==> src/rtl/sdram_colgen_pkg.sv <==
package sdram_colgen_pkg;

    localparam int COL_W   = 8;
    localparam int BLEN_W  = 3;

    localparam logic [BLEN_W-1:0] BLEN_PAGE = 3'd7;

    typedef struct packed {
        logic             page;
        logic             ilv;
        logic [COL_W-1:0] mask;
    } burst_cfg_t;

    function automatic burst_cfg_t decode_cfg(input logic [BLEN_W-1:0] code,
                                              input logic ilv);
        burst_cfg_t c;
        c.page = (code == BLEN_PAGE);
        c.ilv  = ilv & ~c.page;
        case (code)
            3'd1:    c.mask = COL_W'(1);
            3'd2:    c.mask = COL_W'(3);
            3'd3:    c.mask = COL_W'(7);
            3'd7:    c.mask = '1;
            default: c.mask = '0;
        endcase
        return c;
    endfunction

endpackage

==> src/rtl/colgen_seq.sv <==
module colgen_seq
    import sdram_colgen_pkg::*;
(
    input  logic              clk,
    input  logic              rst,
    input  logic              load_i,
    input  logic              term_i,
    input  logic [BLEN_W-1:0] blen_i,
    input  logic              btype_i,
    input  logic [COL_W-1:0]  start_col_i,
    output logic              active_o,
    output logic [COL_W-1:0]  beat_o,
    output logic [COL_W-1:0]  start_o,
    output burst_cfg_t        cfg_o,
    output logic              last_o
);

    logic             active_q;
    logic [COL_W-1:0] beat_q;
    logic [COL_W-1:0] start_q;
    burst_cfg_t       cfg_q;

    always_comb begin
        last_o = active_q && !cfg_q.page && (beat_q == cfg_q.mask);
    end

    always_ff @(posedge clk) begin
        if (rst) begin
            active_q <= 1'b0;
            beat_q   <= '0;
            start_q  <= '0;
            cfg_q    <= '0;
        end else if (load_i) begin
            active_q <= 1'b1;
            beat_q   <= '0;
            start_q  <= start_col_i;
            cfg_q    <= decode_cfg(blen_i, btype_i);
        end else if (active_q) begin
            if (term_i || last_o) begin
                active_q <= 1'b0;
            end else begin
                beat_q <= beat_q + COL_W'(1);
            end
        end
    end

    assign active_o = active_q;
    assign beat_o   = beat_q;
    assign start_o  = start_q;
    assign cfg_o    = cfg_q;

    // terminate without load ends the burst on the next clock
    a_r8_term_stops: assert property (@(posedge clk) disable iff (rst)
        (term_i && !load_i) |=> !active_q);

    // last beat without load is followed by an idle cycle
    a_r6_last_then_idle: assert property (@(posedge clk) disable iff (rst)
        (last_o && !load_i) |=> !active_q);

    // an active burst with no stop condition advances by one beat
    a_r3_one_step: assert property (@(posedge clk) disable iff (rst)
        (active_q && !load_i && !term_i && !last_o) |=>
            (active_q && beat_q == $past(beat_q) + COL_W'(1)));

    // the latched configuration only changes on a load
    a_r11_cfg_held: assert property (@(posedge clk) disable iff (rst)
        !load_i |=> $stable(cfg_q));

endmodule

==> src/rtl/colgen_addr_map.sv <==
module colgen_addr_map
    import sdram_colgen_pkg::*;
(
    input  logic [COL_W-1:0] start_i,
    input  logic [COL_W-1:0] beat_i,
    input  burst_cfg_t       cfg_i,
    output logic [COL_W-1:0] col_o
);

    logic [COL_W-1:0] low_seq;
    logic [COL_W-1:0] low_ilv;

    always_comb begin
        low_seq = (start_i + beat_i) & cfg_i.mask;
        low_ilv = (start_i ^ beat_i) & cfg_i.mask;
        col_o   = (start_i & ~cfg_i.mask) | (cfg_i.ilv ? low_ilv : low_seq);
    end

endmodule

==> src/rtl/burst_colgen.sv <==
module burst_colgen
    import sdram_colgen_pkg::*;
(
    input  logic              clk,
    input  logic              rst,
    input  logic              load_i,
    input  logic [COL_W-1:0]  start_col_i,
    input  logic              term_i,
    input  logic [BLEN_W-1:0] blen_i,
    input  logic              btype_i,
    output logic [COL_W-1:0]  col_o,
    output logic              col_valid_o,
    output logic              last_o
);

    logic             active;
    logic [COL_W-1:0] beat;
    logic [COL_W-1:0] start;
    burst_cfg_t       cfg;
    logic             last;

    colgen_seq u_seq (
        .clk         (clk),
        .rst         (rst),
        .load_i      (load_i),
        .term_i      (term_i),
        .blen_i      (blen_i),
        .btype_i     (btype_i),
        .start_col_i (start_col_i),
        .active_o    (active),
        .beat_o      (beat),
        .start_o     (start),
        .cfg_o       (cfg),
        .last_o      (last)
    );

    colgen_addr_map u_map (
        .start_i (start),
        .beat_i  (beat),
        .cfg_i   (cfg),
        .col_o   (col_o)
    );

    assign col_valid_o = active;
    assign last_o      = last;

    // a load presents its start column on the next clock
    a_r2_load_start: assert property (@(posedge clk) disable iff (rst)
        load_i |=> (col_valid_o && col_o == $past(start_col_i)));

    // the last-beat flag only appears with a valid address
    a_r6_last_valid: assert property (@(posedge clk) disable iff (rst)
        last_o |-> col_valid_o);

    // full-page bursts never flag a last beat
    a_r7_page_no_last: assert property (@(posedge clk) disable iff (rst)
        (col_valid_o && cfg.page) |-> !last_o);

    // upper column bits hold while a fixed burst advances
    a_r4_upper_fixed: assert property (@(posedge clk) disable iff (rst)
        (col_valid_o && !cfg.page && !load_i && !term_i && !last_o) |=>
            ((col_o & ~cfg.mask) == ($past(col_o) & ~cfg.mask)));

endmodule

==> config.mk <==
export PLATFORM = sky130hd
export DESIGN_NAME = burst_colgen
export DESIGN_NICKNAME = d
export VERILOG_FILES = /design/src/rtl/sdram_colgen_pkg.sv /design/src/rtl/colgen_seq.sv /design/src/rtl/colgen_addr_map.sv /design/src/rtl/burst_colgen.sv
export SDC_FILE = /design/constraint.sdc
export NUM_CORES = 1
export LEC_CHECK = 0
export ABC_CLOCK_PERIOD_IN_PS = 2200
export BUFFER_PORTS_ARGS = -buffer_cell sky130_fd_sc_hd__buf_2
export CORE_UTILIZATION = 54
export DETAILED_ROUTE_END_ITERATION = 10
export PLACE_DENSITY = 0.85
export SYNTH_ARGS = -nofsm -noshare
export SYNTH_HDL_FRONTEND = slang
export SYNTH_SLANG_ARGS = --single-unit
export TNS_END_PERCENT = 1
==> constraint.sdc <==
create_clock -name clk -period 2.2 [get_ports clk]
set_input_delay 0.22 -clock clk [delete_from_list [all_inputs] [get_ports clk]]
set_output_delay 0.22 -clock clk [all_outputs]
set_load 0.05 [all_outputs]
## Word-level counts from Yosys, hierarchy flattened

Index checks and enable logic that the tools add are counted.

- Bits in read-only memories: 0
- Flip-flop bits (word level): 27
- Memories kept: 0
- Logic and storage cells: 33
- Bits in latches: 0
- Bits of input ports: 16
- Bits in writable memories: 0

- $lt $le $gt $ge: 0
- Reductions and logical operators: 6
- Eq/ne operators: 5
- Shift-type cells: 0
- Bitwise operators: 9
- Divide/modulo/power cells: 0
- Add/subtract/negate cells: 2
- Mux-type cells: 5
- Multiply operators: 0

Operator list:

| kind | number |
|---|---|
| 8-bit case mux with 4 select lines | 1 |
| 8-bit AND | 3 |
| 8-bit by 1-bit adder with 8-bit output (second input constant) | 1 |
| 8-bit adder | 1 |
| 8-bit equality test | 1 |
| 8-bit two-way mux | 1 |
| 8-bit inverter | 1 |
| 8-bit OR | 1 |
| 8-bit XOR | 1 |
| 3-bit by 2-bit equality test with 1-bit output (second input constant) | 2 |
| 3-bit by 1-bit equality test with 1-bit output (second input constant) | 1 |
| 3-bit equality test (second input constant) | 1 |
| 1-bit two-way mux | 3 |
| 1-bit logical AND | 2 |
| 1-bit inverter | 2 |
| 2-bit AND reduction | 1 |
| 2-bit OR reduction | 1 |
| 1-bit AND | 1 |
| 1-bit logical NOT | 1 |
| 1-bit logical OR | 1 |

## Longest topological paths before layout

Gate-level depths: netlist of the first run.

- Word-level depth: 7
- Mapped depth: 8

## Modules after synthesis

Synthesis of the first run repeated with hierarchy kept, for this count alone.

- Cells, all modules: 175
- Area, all modules: 1451.4 µm²

Modules (own cells, without submodules):

| module | area an instance (µm²) | cells an instance | instances | sequential area each (µm²) |
|---|---|---|---|---|
| colgen_seq | 1031.0 | 114 | 1 | 440.4 |
| colgen_addr_map | 420.4 | 61 | 1 | 0.0 |

## Worst setup path before layout of the first run

OpenSTA, ideal clock, no wires.

- Kind: register to output
- Start point: register u_seq.beat_q[2] (netlist: u_seq.beat_o[2])
- End point: output col_o[7]
- Slack: -383 ps
- Stages on the path, launching flop included: 7
- Required time: 1980 ps
- Data arrival time: 2363 ps
- Path buffers: 0
- Cells stage by stage: dfxtp_1 -> ha_1 -> o211a_1 -> o21ai_1 -> or4_1 -> a41oi_2 -> xor2_1

- Cells in the longest elaborated chain, start to end: 4

Ends and longest elaborated chain:

| what | line | RTL |
|---|---|---|
| from (decl) | colgen_seq.sv:19 | `logic [COL_W-1:0] beat_q;` |
| from (signal assigned) | colgen_seq.sv:42 | `beat_q <= beat_q + COL_W'(1);` |
| 8-bit adder | colgen_addr_map.sv:14 | `low_seq = (start_i + beat_i) & cfg_i.mask;` |
| 8-bit AND | colgen_addr_map.sv:14 |  |
| 8-bit two-way mux | colgen_addr_map.sv:16 | `col_o = (start_i & ~cfg_i.mask) \| (cfg_i.ilv ? low_ilv : low_seq);` |
| 8-bit OR | colgen_addr_map.sv:16 |  |
| to (decl) | burst_colgen.sv:11 | `output logic [COL_W-1:0] col_o,` |

No other way between the ends.

## Worst setup path in the final report of the first run

- Start point: register u_seq.start_q[0] (netlist: u_seq.start_o[0])
- End point: output col_o[6]

- Cells in the longest elaborated chain, start to end: 4

Ends and longest elaborated chain:

| what | line | RTL |
|---|---|---|
| from (decl) | colgen_seq.sv:20 | `logic [COL_W-1:0] start_q;` |
| from (signal assigned) | colgen_seq.sv:36 | `start_q <= start_col_i;` |
| 8-bit adder | colgen_addr_map.sv:14 |  |
| 8-bit AND | colgen_addr_map.sv:14 |  |
| 8-bit two-way mux | colgen_addr_map.sv:16 |  |
| 8-bit OR | colgen_addr_map.sv:16 |  |

No other way between the ends.

==> impl_results.md, run 1 <==
* Status: finished with violations
* Failing checks: negative setup slack
* Syn nets at 191
* DP Area at approximately 1600 µm²
* Worst path arrival time at 2.21 ns
* Initial antenna violation count at 0
* Detail Route met2 WL at 2180 µm
* Clock power share at 26.2%
* Max-cap viol count at 0
* Synth area leaders: dfxtp_1 (33%), ha_1 (7.4%), mux2i_1 (7.4%), nor2_1 (6.9%), a21oi_1 (5.9%)
* Number of synthesized flops with an enable pin at 0
* Residual DRC at 0
* Routed vias/inst at about 6.3
* Placed insts at ~230
* P_sw at ~0.28 mW
* Worst rel slew slack at 70.8%
* Met3 WL at 340 µm
* Logic pwr share at 24.4%
* Core area at around 2300 µm²
* Total global routing overflow at 0
* Clock period minus final worst setup slack at 2.43 ns
* Skew-Pair Late Insertion Delay at ~0.3 ns
* Worst R2R Setup Slack at 0.52 ns
* Pre-CTS setup slack at -0.0225 ns
* YS warnings at 0
* Synth Instances at around 170
* Asr flop ratio synth at 0%
* Port Buffer Count at 25
* Setup ws final at -0.230 ns
* Peak Freq at 0.411 GHz
* Worst Max-Slew Pin Slew at 0.438 ns
* Top cell type by total area after synthesis: dfxtp_1
* Worst vdd ir at 0.474 mV
* Final HPWL DP at 2710 µm
* GRT Total Usage at 34.9%
* Iter 0 DRT Violations at 81
* Share of layout cells above drive strength 1 at 41.3%
* PwrDens at approximately 470 nW/µm²
* Area share of the largest cell type after synthesis at 32.5%
* Detailed Route WL at roughly 4600 µm
* Crit end category: output port
* Die W at roughly 52 µm
* Commonest non-fill, non-tap cell in the layout: nor2_1
* CP Max Fanout at 3
* Final ANT Viol Nets at 0
* Final worst path period share at 110%
* Register area share after synthesis at 32.5%
* Clock Pin Slew Worst Setup and Hold Paths at approximately 0.13 ns
* Endpoints failing hold at 0
* I/O Pins at 26
* Die Area at approximately 2700 µm²
* # rows at 17
* Critical path class: flip-flop to output port
* Vias in the first global route at 1436
* Worst min-delay path startpoint: start_col_i[5]
* Nets@finish at 234
* Fillers at about 130
* Die Y at roughly 52 µm
* Final Util at 80.9%
* Post-route cell area at 1860 µm²
* CTS Buf Count at 3
* Wirelength per Cell at around 20 µm
* Finished Layout Cells at 236
* Largest net degree at the start of global routing at 17
* Top Layer Used: met4
* CTS tree: done
* Yosys cell types at 36
* Clock tree buffer depth at 2
* Min-delay worst type: input pin to flip-flop
* Req. time, crit path at 1.98 ns
* Commonest cells after routing, fill and taps aside: nor2_1 (24), buf_4 (21), buf_2 (19)
* Starting Density at 59.0%
* Sw frac at 31.8%
* Final setup skew at slightly below 0.005 ns
* Via count at 1494
* Sequential power share at 49.4%
* Syn Std Cell Area at 1360 µm²
* Root Driver: clkbuf_4
* Met1 Wirelength at about 1800 µm
* RSZ-0062 raised after global routing: yes
* Ys flop type: dfxtp_1
* Syn_area_per_cell at 8.16 µm²
* Setup Viol. Count Final at 6
* TritonRoute pass-1 iters at 4
* Pleak at between 0.7 and 0.8 nW
* Max Slew Vio Count at 0
* # clock sinks at 22
* Register area at about 460 µm²
* Setup TNS at -0.865 ns
* Area grow syn2layout at 37.1%
* FF-to-FF Start: u_seq.cfg_o[6]
* Placer Congestion at 0.799
* Worst setup startpoint: u_seq.start_o[0]
* First-pass GRT wire length at 6790 µm
* P_int at 0.593 mW
* Multi-input logic area at between 1000 and 1500 µm²
* Antenna fix cells at 0
* Synth Register Bits at 22
* Startpoint Class: flip-flop
* H-tree Lvls at 1
## metrics by stage
| step | power (mW) | hold WS [ns] |
|---|---|---|
| detailed placement | 0.617 | 0.465 |
| global route | 0.896 | 0.147 |
| floorplan | 0.558 | 0.289 |
| CTS | 0.851 | 0.147 |
| finish | 0.868 | 0.152 |
| global placement | 0.609 | 0.456 |
## what timing repair did
item,CTS,global route
gates resized for setup,34,15
hold buffers,0,0
setup endpoints to repair,4,7
pin swaps,10,9
setup buffers,3,1
## flip-flops by register name, indices dropped and copies added, names as in the netlist
signal,count
u_seq.active_o,1
u_seq.beat_o,8
u_seq.cfg_o,5
u_seq.start_o,8
## metal layers
metal,global-route usage [%],vias to the layer above
met4,17.6,0
met1,41.6,692
met5,0,-
met2,59.2,109
met3,6.14,31
li1,-,662
## worst paths after layout
kind | end | depth (start not counted)
worst max-delay path | col_o[6] | 9
worst min-delay path | u_seq.start_o[5] | 3
worst max register to register | u_seq.beat_o[4] | 5
worst min register to register | u_seq.start_o[0] | 2
## synth_stat cells (all sizes together), types with 3 or more instances
master and instances:
nor2 25, dfxtp 22, a21oi 16, nand2 11, mux2i 10, o21ai 10, nand3 9, ha 8
inv 7, xnor2 7, xor2 6, clkbuf 4, nor2b 3, nor3 3
## area by class of cell
cell class / instances / share of cell area [%]
Multi-Input combinational cell: 131 / 53.9
Sequential cell: 22 / 24.8
Timing Repair Buffer: 44 / 16.0
Clock buffer: 4 / 1.95
Tap cell: 28 / 1.89
Inverter: 7 / 1.41
## worst max-delay path, cell delays in order (launching register included)
cell and delay [ns]:
dfxtp_2 0.37, ha_2 0.19, inv_1 0.06, fa_2 0.37
nor2b_4 0.14, o21ai_2 0.09, a21oi_2 0.18, nor3_1 0.10
nand3b_1 0.22, buf_6 0.19
## cells by family after synthesis
logic type / Yosys count / synth area share (%)
adder cells (fa/ha/maj): 9 / 8.86
buffers and inverters: 13 / 3.79
multiplexers: 11 / 8.22
AO/OA/AOI/OAI: 35 / 16.0
XOR/XNOR: 13 / 8.40
flip-flops: 22 / 32.5
AND/OR/NAND/NOR: 63 / 22.3
## power groups by stage
stage / Combinational [mW] / Clock (mW) / Sequential (mW)
6_report: 0.212 / 0.227 / 0.429
5_1_grt: 0.224 / 0.242 / 0.431
4_1_cts: 0.195 / 0.227 / 0.429
3_5_place_dp: 0.181 / 0 / 0.436
3_3_place_gp: 0.175 / 0 / 0.434
2_1_floorplan: 0.121 / 0 / 0.437
No activity file was read; power rests on OpenSTA's default activity.
==> run 2, diff against run 1 <==
--- a/config.mk
+++ b/config.mk
@@ -10,6 +10,7 @@
 export CORE_UTILIZATION = 54
 export DETAILED_ROUTE_END_ITERATION = 10
 export PLACE_DENSITY = 0.85
+export RECOVER_POWER = 25
 export SYNTH_ARGS = -nofsm -noshare
 export SYNTH_HDL_FRONTEND = slang
 export SYNTH_SLANG_ARGS = --single-unit
==> run 2 against run 1 <==
Net effect: worst setup slack worse by 0.0011 ns; worst hold slack worse by 0.0034 ns; clock skew is 0.0010 ns lower; critical path depth stayed put; the flow still finishes with violations (negative setup slack); critical path type unchanged; power is essentially flat; largest cell class unchanged; register-to-register slack barely moved.
==> impl_results.md, run 2 (synthesized netlist as in run 1, its figures left out) <==
* Wirelength per Cell at 19.7 µm
* Detailed Route WL at 4640 µm
* CTS Hold Buffers Added at 0
* Area grow syn2layout at 37.0%
* Final setup skew at between 0.003 and 0.004 ns
* Status: finished with violations
* Hold endpoint: u_seq.start_o[5]
* Fillers at between 100 and 150
* Setup ws final at -0.231 ns
* Largest net degree at the start of global routing at 17
* Max Slew Vio Count at 0
* Initial antenna violation count at 0
* Port Buffer Count at 25
* Worst rel slew slack at 36.0%
* Max-cap viol count at 0
* Antenna fix cells at 0
* Vias in the first global route at 1436
* FF-to-FF path depth at 5
* DP Area at 1610 µm²
* CTS Buf Count at 3
* RR Endpoint: u_seq.beat_o[4]
* Crit end category: output port
* # clock sinks at 22
* Post-route cell area at 1860 µm²
* Share of layout cells above drive strength 1 at 40.9%
* Hold depth at 3
* CTS tree: done
* Worst min-delay path startpoint: start_col_i[5]
* Commonest non-fill, non-tap cell in the layout: nor2_1
* Total global routing overflow at 0
* # rows at 17
* I/O Pins at 26
* Placer Congestion at about 0.80
* Critical path class: flip-flop to output port
* First-pass GRT wire length at 6790 µm
* Req. time, crit path at slightly below 2 ns
* Clock tree buffer depth at 2
* Final Power at 0.868 mW
* PwrDens at about 470 nW/µm²
* Pleak at ~0.78 nW
* CP Max Fanout at 3
* Residual DRC at 0
* Die Y at approximately 52 µm
* Final HPWL DP at 2710 µm
* Failing checks: negative setup slack
* Endpoints failing hold at 0
* Skew-Pair Late Insertion Delay at 0.30 ns
* Iter 0 DRT Violations at 86
* Min-delay worst type: input pin to flip-flop
* Peak Freq at 0.411 GHz
* Setup Viol. Count Final at 6
* Multi-input logic area at 1000 µm²
* Clock Pin Slew Worst Setup and Hold Paths at ~0.13 ns
* Final worst path period share at 111%
* H-tree Lvls at 1
* GRT Total Usage at a little over a third
* Routed vias/inst at approximately 6.4
* Clock period minus final worst setup slack at 2.43 ns
* RSZ-0062 raised after global routing: yes
* Die Area at 2710 µm²
* Worst path arrival time at 2.21 ns
* Commonest cells after routing, fill and taps aside: nor2_1 (24), buf_4 (21), buf_2 (18)
* Starting Density at 59.0%
* Register area at approximately 460 µm²
* Final ANT Viol Nets at 0
* Startpoint Class: flip-flop
* Worst R2R Setup Slack at between 0.5 and 0.6 ns
* FF-to-FF Start: u_seq.cfg_o[6]
* TritonRoute pass-1 iters at 4
* Nets@finish at 234
* Die W at ~52 µm
* Worst Max-Slew Pin Slew at roughly 0.96 ns
* Core area at ~2300 µm²
* Worst vdd ir at 0.472 mV
* Via count at 1499
* Final hold slack at 0.148 ns
* Root Driver: clkbuf_4
run 2: cell count changes in the layout (fill, tap and decap cells not counted), sizes merged:
cell	delta
clkbuf	+1
buf	-1
run 2: how the worst max path moves through the flow:
stage	startpoint	to	slack, ns
final	u_seq.start_o[0]	col_o[6]	-0.23
after global routing	u_seq.start_o[0]	col_o[6]	-0.28
after CTS	u_seq.beat_o[2]	col_o[7]	-0.13
after detailed placement	u_seq.beat_o[1]	col_o[4]	-0.02
after global placement	u_seq.start_o[1]	col_o[7]	0.05
after floorplan	u_seq.beat_o[2]	col_o[7]	-0.15
run 2: layout make-up:
type | instances | share of cell area [%]
Clock buffer | 4 | 1.95
Timing Repair Buffer | 44 | 16.0
Tap cell | 28 | 1.89
Sequential cell | 22 | 24.8
Multi-Input combinational cell | 131 | 54.0
Inverter | 7 | 1.42
run 2: routing by layer:
layer / track usage, % / up-vias / part of all wire [%]
li1: - / 663 / -
met5: 0 / - / 0
met3: 6.14 / 31 / 6.5
met2: 59.2 / 109 / 47
met1: 41.6 / 696 / 41
met4: 17.6 / 0 / 6.0
run 2: worst max-delay path, cell delays in order, from the launching register on:
cell	delay [ns]
dfxtp_2	0.37
ha_2	0.19
inv_1	0.06
fa_2	0.37
nor2b_4	0.14
o21ai_2	0.09
a21oi_2	0.18
nor3_1	0.10
nand3b_1	0.21
buf_6	0.19
run 2: repair_timing:
item,CTS,global route
setup buffers,3,1
pin swaps,10,9
endpoints found under the setup margin,4,7
resized for setup,34,15
gates cloned,0,0
run 2: power by group:
group | total (mW) | switching, mW | internal [mW]
clock | 0.227 | 0.126 | 0.101
combinational | 0.212 | 0.132 | 0.0799
sequential | 0.429 | 0.0173 | 0.412
run 2: through the flow:
step	setup slack, ns	TNS [ns]	std cells	utilization [%]
finish	-0.231	-0.893	236	80.8
global route	-0.283	-1.26	236	80.8
CTS	-0.128	-0.355	235	78.6
detailed placement	-0.0225	-0.0419	228	70.3
global placement	0.0484	0	228	70.3
floorplan	-0.146	-0.216	166	-
